==> src/rtl/bp_pkg.sv <==
package bp_pkg;

   localparam int CTR_W = 2;

   typedef logic [CTR_W-1:0] ctr_t;

   // Weakly not-taken starting value for every counter.
   localparam ctr_t CTR_RESET = 2'b01;

   // Saturating step towards the resolved direction.
   function automatic ctr_t ctr_step(input ctr_t cur, input logic taken);
      ctr_t nxt;
      if (taken) nxt = (cur == 2'b11) ? cur : cur + 2'b01;
      else       nxt = (cur == 2'b00) ? cur : cur - 2'b01;
      return nxt;
   endfunction

   // Upper bit of a counter carries the direction.
   function automatic logic ctr_says_taken(input ctr_t cur);
      return cur[CTR_W-1];
   endfunction

endpackage

==> src/rtl/bp_hist_reg.sv <==
module bp_hist_reg #(
   parameter int HIST_W = 2
) (
   input  logic              clk,
   input  logic              rst_n,
   input  logic              shift_en,
   input  logic              bit_in,
   output logic [HIST_W-1:0] hist_o
);

   logic [HIST_W-1:0] hist_q;

   generate
      if (HIST_W == 1) begin : g_single
         always_ff @(posedge clk or negedge rst_n) begin
            if (!rst_n)        hist_q <= '0;
            else if (shift_en) hist_q <= bit_in;
         end
      end else begin : g_multi
         // Newest outcome enters at bit 0; oldest falls off the top.
         always_ff @(posedge clk or negedge rst_n) begin
            if (!rst_n)        hist_q <= '0;
            else if (shift_en) hist_q <= {hist_q[HIST_W-2:0], bit_in};
         end
      end
   endgenerate

   assign hist_o = hist_q;

endmodule

==> src/rtl/bp_ctr_table.sv <==
module bp_ctr_table
   import bp_pkg::*;
#(
   parameter int IDX_W = 6
) (
   input  logic                       clk,
   input  logic                       rst_n,
   input  logic [IDX_W-1:0]           rd_idx,
   input  logic                       wr_en,
   input  logic [IDX_W-1:0]           wr_idx,
   input  logic                       wr_taken,
   output ctr_t                       rd_ctr,
   output logic [(CTR_W<<IDX_W)-1:0]  cells_o
);

   localparam int NENT   = 1 << IDX_W;
   localparam int FLAT_W = NENT * CTR_W;

   logic [FLAT_W-1:0] cells_q;
   ctr_t              wr_old;

   assign rd_ctr = cells_q[rd_idx*CTR_W +: CTR_W];
   assign wr_old = cells_q[wr_idx*CTR_W +: CTR_W];

   always_ff @(posedge clk or negedge rst_n) begin
      if (!rst_n) begin
         cells_q <= {NENT{CTR_RESET}};
      end else if (wr_en) begin
         cells_q[wr_idx*CTR_W +: CTR_W] <= ctr_step(wr_old, wr_taken);
      end
   end

   assign cells_o = cells_q;

endmodule

==> src/rtl/bp_corr_predictor.sv <==
module bp_corr_predictor
   import bp_pkg::*;
#(
   parameter int PC_W    = 32,
   parameter int ALIGN_W = 2,
   parameter int SET_W   = 4,
   parameter int HIST_W  = 2
) (
   input  logic            clk,
   input  logic            rst_n,
   input  logic [PC_W-1:0] lk_pc,
   output logic            lk_taken,
   input  logic            up_valid,
   input  logic [PC_W-1:0] up_pc,
   input  logic            up_taken
);

   localparam int NSETS = 1 << SET_W;
   localparam int NWAYS = 1 << HIST_W;
   localparam int NENT  = NSETS * NWAYS;
   localparam int IDX_W = SET_W + HIST_W;
   localparam int HSW   = (HIST_W > 0) ? HIST_W : 1;
   localparam int TOP_B = ALIGN_W + SET_W;

   // Elaboration-time parameter checks.
   generate
      if (SET_W < 1 || SET_W > 10) begin : g_bad_set
         $error("bp_corr_predictor: SET_W must lie in 1..10");
      end
      if (HIST_W < 0 || HIST_W > 8) begin : g_bad_hist
         $error("bp_corr_predictor: HIST_W must lie in 0..8");
      end
      if (ALIGN_W < 1) begin : g_bad_align
         $error("bp_corr_predictor: ALIGN_W must be at least 1");
      end
      if (PC_W <= TOP_B) begin : g_bad_pc
         $error("bp_corr_predictor: PC_W must exceed ALIGN_W + SET_W");
      end
   endgenerate

   logic [SET_W-1:0] lk_set;
   logic [SET_W-1:0] up_set;
   logic [HSW-1:0]   hist_q;
   logic [IDX_W-1:0] lk_idx;
   logic [IDX_W-1:0] upd_idx;
   ctr_t             lk_ctr;
   logic [NENT*CTR_W-1:0] cells;

   assign lk_set = lk_pc[ALIGN_W +: SET_W];
   assign up_set = up_pc[ALIGN_W +: SET_W];

   // Alignment and high address bits take no part in the index.
   logic pc_bits_unused;
   assign pc_bits_unused = ^{lk_pc[PC_W-1:TOP_B], lk_pc[ALIGN_W-1:0],
                             up_pc[PC_W-1:TOP_B], up_pc[ALIGN_W-1:0]};

   generate
      if (HIST_W > 0) begin : g_corr
         bp_hist_reg #(.HIST_W(HIST_W)) u_hist (
            .clk      (clk),
            .rst_n    (rst_n),
            .shift_en (up_valid),
            .bit_in   (up_taken),
            .hist_o   (hist_q)
         );
         // Set number in the upper index bits, history picks the way.
         assign lk_idx  = {lk_set, hist_q};
         assign upd_idx = {up_set, hist_q};
      end else begin : g_plain
         assign hist_q  = '0;
         assign lk_idx  = lk_set;
         assign upd_idx = up_set;
      end
   endgenerate

   bp_ctr_table #(.IDX_W(IDX_W)) u_tbl (
      .clk      (clk),
      .rst_n    (rst_n),
      .rd_idx   (lk_idx),
      .wr_en    (up_valid),
      .wr_idx   (upd_idx),
      .wr_taken (up_taken),
      .rd_ctr   (lk_ctr),
      .cells_o  (cells)
   );

   assign lk_taken = ctr_says_taken(lk_ctr);

endmodule

==> config.mk <==
export PLATFORM = sky130hd
export DESIGN_NAME = bp_corr_predictor
export DESIGN_NICKNAME = d
export VERILOG_FILES = /design/src/rtl/bp_pkg.sv /design/src/rtl/bp_hist_reg.sv /design/src/rtl/bp_ctr_table.sv /design/src/rtl/bp_corr_predictor.sv
export SDC_FILE = /design/constraint.sdc
export NUM_CORES = 1
export LEC_CHECK = 0
export BUFFER_PORTS_ARGS = -buffer_cell sky130_fd_sc_hd__buf_2
export CORE_MARGIN = 3
export CORE_UTILIZATION = 64
export DETAILED_ROUTE_END_ITERATION = 7
export GPL_TIMING_DRIVEN = 0
export PLACE_DENSITY = 0.83
export SLEW_MARGIN = 20
export SYNTH_ARGS = -nofsm -noshare
export SYNTH_HDL_FRONTEND = slang
export SYNTH_SLANG_ARGS = --single-unit
==> constraint.sdc <==
create_clock -name clk -period 4.89 [get_ports clk]
set_input_delay 0.7335 -clock clk [delete_from_list [all_inputs] [get_ports clk]]
set_output_delay 0.7335 -clock clk [all_outputs]
set_load 0.02 [all_outputs]
==> results of run 1 <==
[layout make-up]
type	count	area, um^2
multi-input cells	402	3460
clock inverters	9	129
well taps	136	170
flip-flops and latches	130	3330
fillers	675	2570
repair buffers	13	98.8
clock buffers	23	467
plain buffers	32	264
inverters	5	18.8
[power groups by stage]
stage               clock network [mW]  logic (mW)  registers (mW)
global placement                     0       0.883            1.66
detailed placement                   0       0.931            1.68
CTS                               1.30       0.941            1.68
floorplan                            0       0.686            1.61
global route                      1.35        1.03            1.71
finish                            1.30       0.956            1.68
[final timing paths]
path,cells after the start,end,startpoint
worst max-delay path,8,lk_taken,g_corr.u_hist.hist_o[1]
worst min-delay path,1,u_tbl.cells_o[13],rst_n
worst max register to register,11,u_tbl.cells_o[99],g_corr.u_hist.hist_o[1]
worst min register to register,2,u_tbl.cells_o[58],u_tbl.cells_o[58]
max in group asynchronous,2,u_tbl.cells_o[84],rst_n
min in group clk,2,u_tbl.cells_o[58],u_tbl.cells_o[58]
[state kept, by name (all words and copies together), names as in the netlist]
register,flops
g_corr.u_hist.hist_o,2
u_tbl.cells_o,128
[logic make-up after synthesis]
family          Yosys count  synth area share
flops                   130             0.472
mux                     149             0.302
buf+inv                  37            0.0401
fa+ha+maj                 5           0.00868
compound gates           68            0.0588
simple gates            177             0.114
xor+xnor                  3           0.00372
[worst max-delay path, stage by stage (launching register included)]
cell and delay (ps):
sky130_fd_sc_hd__dfrtp_1 520, sky130_fd_sc_hd__buf_6 250, sky130_fd_sc_hd__buf_6 220, sky130_fd_sc_hd__buf_6 210, sky130_fd_sc_hd__clkbuf_1 610, sky130_fd_sc_hd__mux4_2 410
sky130_fd_sc_hd__mux4_2 530, sky130_fd_sc_hd__mux4_2 490, sky130_fd_sc_hd__buf_2 180
[synth_stat cells (2+ instances only)]
library cell	number	area (um^2)
sky130_fd_sc_hd__nor2_1	22	82.6
sky130_fd_sc_hd__mux2_2	78	878
sky130_fd_sc_hd__ha_1	2	25.0
sky130_fd_sc_hd__dfrtp_1	66	1650
sky130_fd_sc_hd__inv_1	4	15.0
sky130_fd_sc_hd__mux2_4	8	120
sky130_fd_sc_hd__a2bb2oi_1	3	26.3
sky130_fd_sc_hd__nand3_1	13	65.1
sky130_fd_sc_hd__a31oi_1	2	12.5
sky130_fd_sc_hd__buf_6	17	191
sky130_fd_sc_hd__mux2i_1	23	230
sky130_fd_sc_hd__o21ai_0	43	215
sky130_fd_sc_hd__maj3_2	2	22.5
sky130_fd_sc_hd__xnor2_1	2	17.5
sky130_fd_sc_hd__a22oi_1	3	22.5
sky130_fd_sc_hd__and2_1	9	56.3
sky130_fd_sc_hd__nand2b_1	3	18.8
sky130_fd_sc_hd__nor3_1	6	30.0
sky130_fd_sc_hd__o21ai_1	4	20.0
sky130_fd_sc_hd__dfstp_2	64	1680
sky130_fd_sc_hd__buf_4	2	15.0
sky130_fd_sc_hd__and3_1	2	12.5
sky130_fd_sc_hd__nor2b_1	7	43.8
sky130_fd_sc_hd__clkbuf_1	6	22.5
sky130_fd_sc_hd__mux4_2	39	878
sky130_fd_sc_hd__o211ai_1	2	15.0
sky130_fd_sc_hd__buf_2	6	30.0
sky130_fd_sc_hd__nor3b_2	3	37.5
sky130_fd_sc_hd__a22o_1	3	26.3
sky130_fd_sc_hd__nand4_1	4	25.0
sky130_fd_sc_hd__nand2_1	101	379
[per-stage QoR]
step           cells  hold slack, ps  utilization
2_1_floorplan    569             438            -
3_3_place_gp     715             453        0.693
6_report         750             143        0.755
3_5_place_dp     718             458        0.699
4_1_cts          750             148        0.755
5_1_grt          750             169        0.755
[layer usage]
metal / vias to the layer above / global-route usage
li1: 2153 / -
met2: 316 / 0.496
met3: 74 / 0.115
met4: 0 / 0.173
met5: - / 0
met1: 2607 / 0.431
==> results by stage, run 1 <==
CTS:
- The clock latency at the later pin of the worst-skew pair is 550 ps.
- The H-tree was split into 4 levels.
- The post-CTS resize count is 0.
- The clock input transition at the sequential cells of the worst setup and hold paths is 60 ps.
- The number of buffers inserted by hold repair at cts is 0.
- Counting every sink on the clock net gives 130.
- Buffers added to address setup during post-CTS repair amount to 0.
- In this run the deepest clock path goes through 2 buffers.
- TritonCTS built the clock tree.
- The CTS root buffer is sky130_fd_sc_hd__clkbuf_8.
- The number of buffers added by the clock tree synthesis step is 17.

Floorplan:
- The floorplan has 37 rows.
- The initial utilization of the core area, before any placement, comes to 0.672.
- 69 I/O pins were placed.
- The vertical die dimension is 111 um.
- The die covers 12300 um^2.
- The area inside the core boundary is 10500 um^2.
- The die is 111 um wide.

Timing:
- The slew at the pin closest to its max-slew limit is 1100 ps.
- The final worst clock skew is 9.12 ps.
- For this run, the top clock speed supported by timing is 0.213 GHz.
- Setup slack on the critical path of the routed design comes to 184 ps.
- In this run the tightest slew margin relative to its limit is 0.263.
- The setup TNS after final layout is 0 ps.
- The final hold violation count is 0.
- Setup repair after global routing left no endpoint under its margin.
- The setup-violating endpoint count in the final report is 0.
- The count of final max-slew check failures is 0.
- Dividing the final minimum period by the clock period gives 0.962.
- The post-route minimum period is 4710 ps.

Flow run:
- The max-cap violation count is 0.

Placement:
- Timing analysis after detailed placement gives a worst setup slack of 862 ps.
- At the end of routability-driven placement, the weighted congestion stood at 0.987.
- Summing all placed instances gives a cell area of 7340 um^2.
- Summed over all nets, the half-perimeter wirelength after detailed placement is 13200 um.
- The count of input and output buffers is 10.

Power and ir drop:
- The power per cell area is 496 nW/um^2.
- The leakage component of the power is 3.34 nW.
- The analysis attributes to net switching a power of 1.16 mW.
- The power consumption is 3.93 mW.
- The share of total power dissipated in combinational logic is 0.243.
- Of the total power, the clock network draws 0.329.
- The internal portion of the total power is 2.78 mW.
- The proportion of power drawn by flip-flops and latches is 0.428.
- VDD sags by at most 396 uV.
- The switching fraction of total power is 0.295.

Routing:
- The first detailed-routing pass ran for 6 iterations.
- The total length of routed met2 wires is 8910 um.
- Dividing the detail-routed wire length by the instance count gives 25.8 um.
- The count of nets left with antenna violations once routing finished came out at 0.
- The average via count per standard cell is 6.87.
- The final route contains 5150 vias.
- After detailed routing, the wire length on met1 is 7560 um.
- The routed design uses 1940 um of met3 wire.
- The violation count after the first detailed-routing iteration is 587.
- Signal routing reaches up to met4.
- The post-detailed-route DRC marker count is 0.
- Summed over all layers, the routed wires come to 19300 um.

Outcome:
- The run finished with clean final reports.

Yosys:
- The average footprint of a synthesized cell is 12.4 um^2.
- For this run, the register share of the synthesized area comes to 0.472.
- The number of nets handed over by synthesis was 639.
- Counting flops with a built-in enable in the synthesized netlist gives 0.
- The synthesized netlist occupies a cell area of 7060 um^2.
- The number of synthesis warnings is 0.
- In the synthesized netlist the dominant register cell turns out to be sky130_fd_sc_hd__dfrtp_1.
- Counting flops with an async set or reset pin after synthesis yields a share of 1.00.
- The count of distinct cell types in the synthesized netlist is 51.
- Synthesis inferred 130 register bits.
- Synthesis produced a netlist whose cell count is 569.

Final layout:
- In the layout the commonest cells are 101 x sky130_fd_sc_hd__nand2_1, 78 x sky130_fd_sc_hd__mux2_2, 66 x sky130_fd_sc_hd__dfrtp_1.
- In the final layout, the share of cells above drive strength 1 is 0.443.
- The net count of the finished layout is 671.
- The cell area after layout is 7940 um^2.
- The library cell used most frequently in the layout, excluding fill and tap cells, is sky130_fd_sc_hd__nand2_1.
- Compared with the post-synthesis result, the final layout area differs by 12.5%.
- The total inserted antenna cells is 0.

Global routing:
- The number of antenna violations at the first check in global routing came to 0.
- The via count of the first global-routing pass came to 5550.
- The wire length of the first global-routing pass is 30900 um.
- Global routing finished with a remaining overflow of 0.
- The pin count of the biggest net entering global routing is 78.
- The total track usage is 0.332.

Critical path:
- The reg-to-reg setup timing slack is 870 ps.
- The data arrival time at the worst-slack endpoint is 3970 ps.
- The critical path required time is 4160 ps.
- The critical path in this run is classified as flip-flop to primary output.
- The critical path launch point type is a flip-flop.
- Along the worst path, the maximum fanout reaches 10.
- STA classifies the critical path endpoint as a primary output.

Hold path:
- The tightest min-delay check is of the input port to async pin type.
No activity file was read; power rests on OpenSTA's default activity.
==> run 2: changes to the inputs <==
CORE_UTILIZATION = 54   (was 64)
CTS_CLUSTER_DIAMETER = 60   (was unset)
PLACE_DENSITY = 0.72   (was 0.83)
==> run 2 against run 1 <==
Via count down 3.1%. Utilization down 12 points. Hold slack better by 70 ps. Non-clock buffer count unchanged. Power up 3.9%. Combinational power down 2%. Cell count up 4.8%. Clock power up 13%. Sequential power about the same. Maximum frequency up 3.6%.
==> results by stage, run 2 (synthesized netlist as in run 1, its figures left out) <==
Outcome:
- The flow ran to the end, and the final reports show no timing, DRC or antenna violations.

Timing:
- The count of final max-slew check failures is 0 (unchanged).
- The setup-violating endpoint count in the final report is 0 (unchanged).
- The relative slew slack is 0.244 (-0.0184).
- The slew at the pin closest to its max-slew limit was 1130 ps (+33.6 ps).
- The final worst clock skew is 18.7 ps (+9.60 ps).
- The final hold violation count is 0 (unchanged).
- The worst-case hold slack came to 213 ps (+70.4 ps).
- The setup TNS after final layout is 0 ps (unchanged).
- The achievable frequency is 0.220 GHz (+3.6%).
- The setup slack after layout is 347 ps (+162 ps).
- The fraction of the cycle the final worst path needs is 0.929 (-0.0332).
- The post-route minimum period is 4540 ps (-162 ps).
- Setup repair after global routing left no endpoint under its margin.

Floorplan:
- The vertical die dimension is 120 um (+8.4%).
- The count of boundary I/O pins is 69 (unchanged).
- The floorplan die area came to 14500 um^2 (+17%).
- The area inside the core boundary is 12700 um^2 (+21%).
- The row count is 41 (+11%).
- The die extent in x is 120 um (+8.4%).
- The initial core utilization is 0.555 (-0.117).

Critical path:
- The slowest cell on the critical path is sky130_fd_sc_hd__clkbuf_1.
- The total buffers and inverters traversed by the critical path is 5 (unchanged).
- The critical path launch point type is a flip-flop.
- The worst setup path is of the flip-flop to primary output kind.
- The maximum fanout encountered on the critical timing path is 10 (unchanged).
- The kind of cell adding the most delay to the critical path is buffers and inverters.
- The critical path required time is 4160 ps (about the same).
- The worst setup path is captured at a primary output.
- The critical path goes through buf_6 -> buf_6 -> buf_6 -> clkbuf_1 -> mux4_2 -> mux4_2 -> mux4_2 -> buf_2.
- The data arrival time at the worst-slack endpoint came to 3810 ps (-160 ps).
- The maximum single-stage delay on the critical path is 650 ps (+40 ps).

Placement:
- The post-DP HPWL is 13700 um (+3.5%).
- The count of input and output buffers is 10 (unchanged).
- The final RePlAce weighted congestion is 0.972 (-1.5%).
- The number of instances in the placed design is 754 (+5.0%).
- The worst-case setup slack after placement is 846 ps (-15.2 ps).

Power and ir drop:
- The worst IR drop on VDD is 255 uV (-36%).
- The power per cell area is 507 nW/um^2 (+2.3%).
- The leakage component of the power is 3.38 nW (+1.2%).

Global routing:
- The wire length of the first global-routing pass came to 30600 um (-1.1%).
- The total track usage is 0.288 (-0.0432).
- The via count of the first global-routing pass is 5085 (-8.4%).
- The sum of overflow across all layers after global routing is 0 (unchanged).
- The number of antenna violations at the first check in global routing came to 0 (unchanged).
- The pin count of the biggest net entering global routing was 85 (+9.0%).

Final layout:
- The post-layout instance count excluding filler cells is 786 (+4.8%).
- The library cells used most frequently in the layout, excluding fill and tap cells, are 101 x sky130_fd_sc_hd__nand2_1, 78 x sky130_fd_sc_hd__mux2_2, 66 x sky130_fd_sc_hd__dfrtp_1.
- The total inserted antenna cells came to 0 (unchanged).
- Leaving out fill and tap cells, the most frequent cell in the layout is sky130_fd_sc_hd__nand2_1.
- The signed area change from the synthesized netlist to the final layout is 14.2%.
- The share of final-layout standard cells stronger than drive strength 1 came to 0.445 (+0.00163).
- The flip-flop count of the largest register after layout is 128 (unchanged).
- The net count of the finished layout is 671 (unchanged).

Routing:
- The total vias in the final route is 4988 (-3.1%).
- The violation count after the first detailed-routing iteration is 498 (-15%).
- The post-detailed-route DRC marker count was 0 (unchanged).
- The average detailed-routed wire length per instance was 24.8 um (-3.6%).
- The average via count per standard cell is 6.35 (-7.6%).
- The total wire length after detailed routing is 19500 um (+1.0%).
- The number of detailed-routing iterations run before antenna repair is 5 (-1).
- The residual antenna-violating net count after detailed routing is 0 (unchanged).

CTS:
- The post-CTS resize count came to 0 (unchanged).
- The number of buffers inserted by hold repair at cts came to 0 (unchanged).
- The setup fix buffers added after clock tree synthesis is 0 (unchanged).
- The tree is rooted in a sky130_fd_sc_hd__clkbuf_16.
- The clock latency at the later pin of the worst-skew pair is 440 ps (-110 ps).
- The number of H-tree levels is 4 (unchanged).
- The clock tree buffer depth is 2 (unchanged).
- The number of sinks on the clock net is 130 (unchanged).
- The clock input transition at the sequential cells of the worst setup and hold paths came to 60 ps (about the same).
- The number of buffers added by the clock tree synthesis step was 17 (unchanged).
- TritonCTS built the clock tree.

Hold path:
- The class of the most critical hold timing path is input port to async pin.

Flow run:
- The max-cap violation count was 0 (unchanged).
run 2: changes by cell type in the layout (fill, tap and decap cells not counted), sizes merged:
cell / previous run / this run
bufinv: 3 / 6
clkbuf: 30 / 27
clkinv: 4 / 5
clkinvlp: 2 / 0
inv: 5 / 6
run 2: final cells by class:
| cell class | instances | area (um^2) |
|---|---|---|
| fillers | 1018 | 4660 |
| multi-input cells | 402 | 3460 |
| flip-flops and latches | 130 | 3330 |
| clock buffers | 20 | 447 |
| plain buffers | 32 | 264 |
| clock inverters | 12 | 229 |
| well taps | 172 | 215 |
| repair buffers | 13 | 98.8 |
| inverters | 5 | 18.8 |
run 2: power by group:
part / total (mW) / leakage, nW / switching (mW) / internal (mW)
clock network: 1.47 / 0.329 / 0.500 / 0.973
registers: 1.68 / 1.56 / 0.181 / 1.49
logic: 0.941 / 1.49 / 0.477 / 0.464
run 2: per-layer routing:
metal / wire length (um) / share of wire / global-route usage / up-vias
met3: 1580 / 0.081 / 0.0903 / 53
met5: 0 / 0 / 0 / -
met4: 584 / 0.030 / 0.110 / 0
met2: 9240 / 0.47 / 0.446 / 224
li1: - / - / - / 2154
met1: 8140 / 0.42 / 0.386 / 2557
run 2: worst register-to-register path: stages, from the launching register on:
cell	delay (ps)
sky130_fd_sc_hd__dfrtp_1	320
sky130_fd_sc_hd__buf_2	270
sky130_fd_sc_hd__buf_6	220
sky130_fd_sc_hd__inv_1	150
sky130_fd_sc_hd__buf_2	260
sky130_fd_sc_hd__ha_1	320
sky130_fd_sc_hd__clkbuf_1	360
sky130_fd_sc_hd__nand2_1	130
sky130_fd_sc_hd__nor4_1	840
sky130_fd_sc_hd__nand2_1	210
sky130_fd_sc_hd__nor2_1	330
sky130_fd_sc_hd__mux2_2	380
run 2: stage by stage:
step           area [um^2]   util  total power [mW]
2_1_floorplan         7060      -              2.30
3_3_place_gp          7320  0.576              2.55
3_5_place_dp          7390  0.581              2.61
4_1_cts               8060  0.634              4.09
5_1_grt               8060  0.634              4.25
6_report              8060  0.634              4.09
run 2: path summary, 6_finish.rpt:
check | end | slack, ps | cells after the start | startpoint
worst min-delay path | u_tbl.cells_o[7] | 210 | 1 | rst_n
max in group asynchronous | u_tbl.cells_o[94] | 3860 | 2 | rst_n
worst min register to register | u_tbl.cells_o[48] | 470 | 2 | u_tbl.cells_o[48]
worst max register to register | u_tbl.cells_o[99] | 960 | 11 | g_corr.u_hist.hist_o[0]
worst max-delay path | lk_taken | 350 | 8 | g_corr.u_hist.hist_o[1]
min in group clk | u_tbl.cells_o[48] | 470 | 2 | u_tbl.cells_o[48]
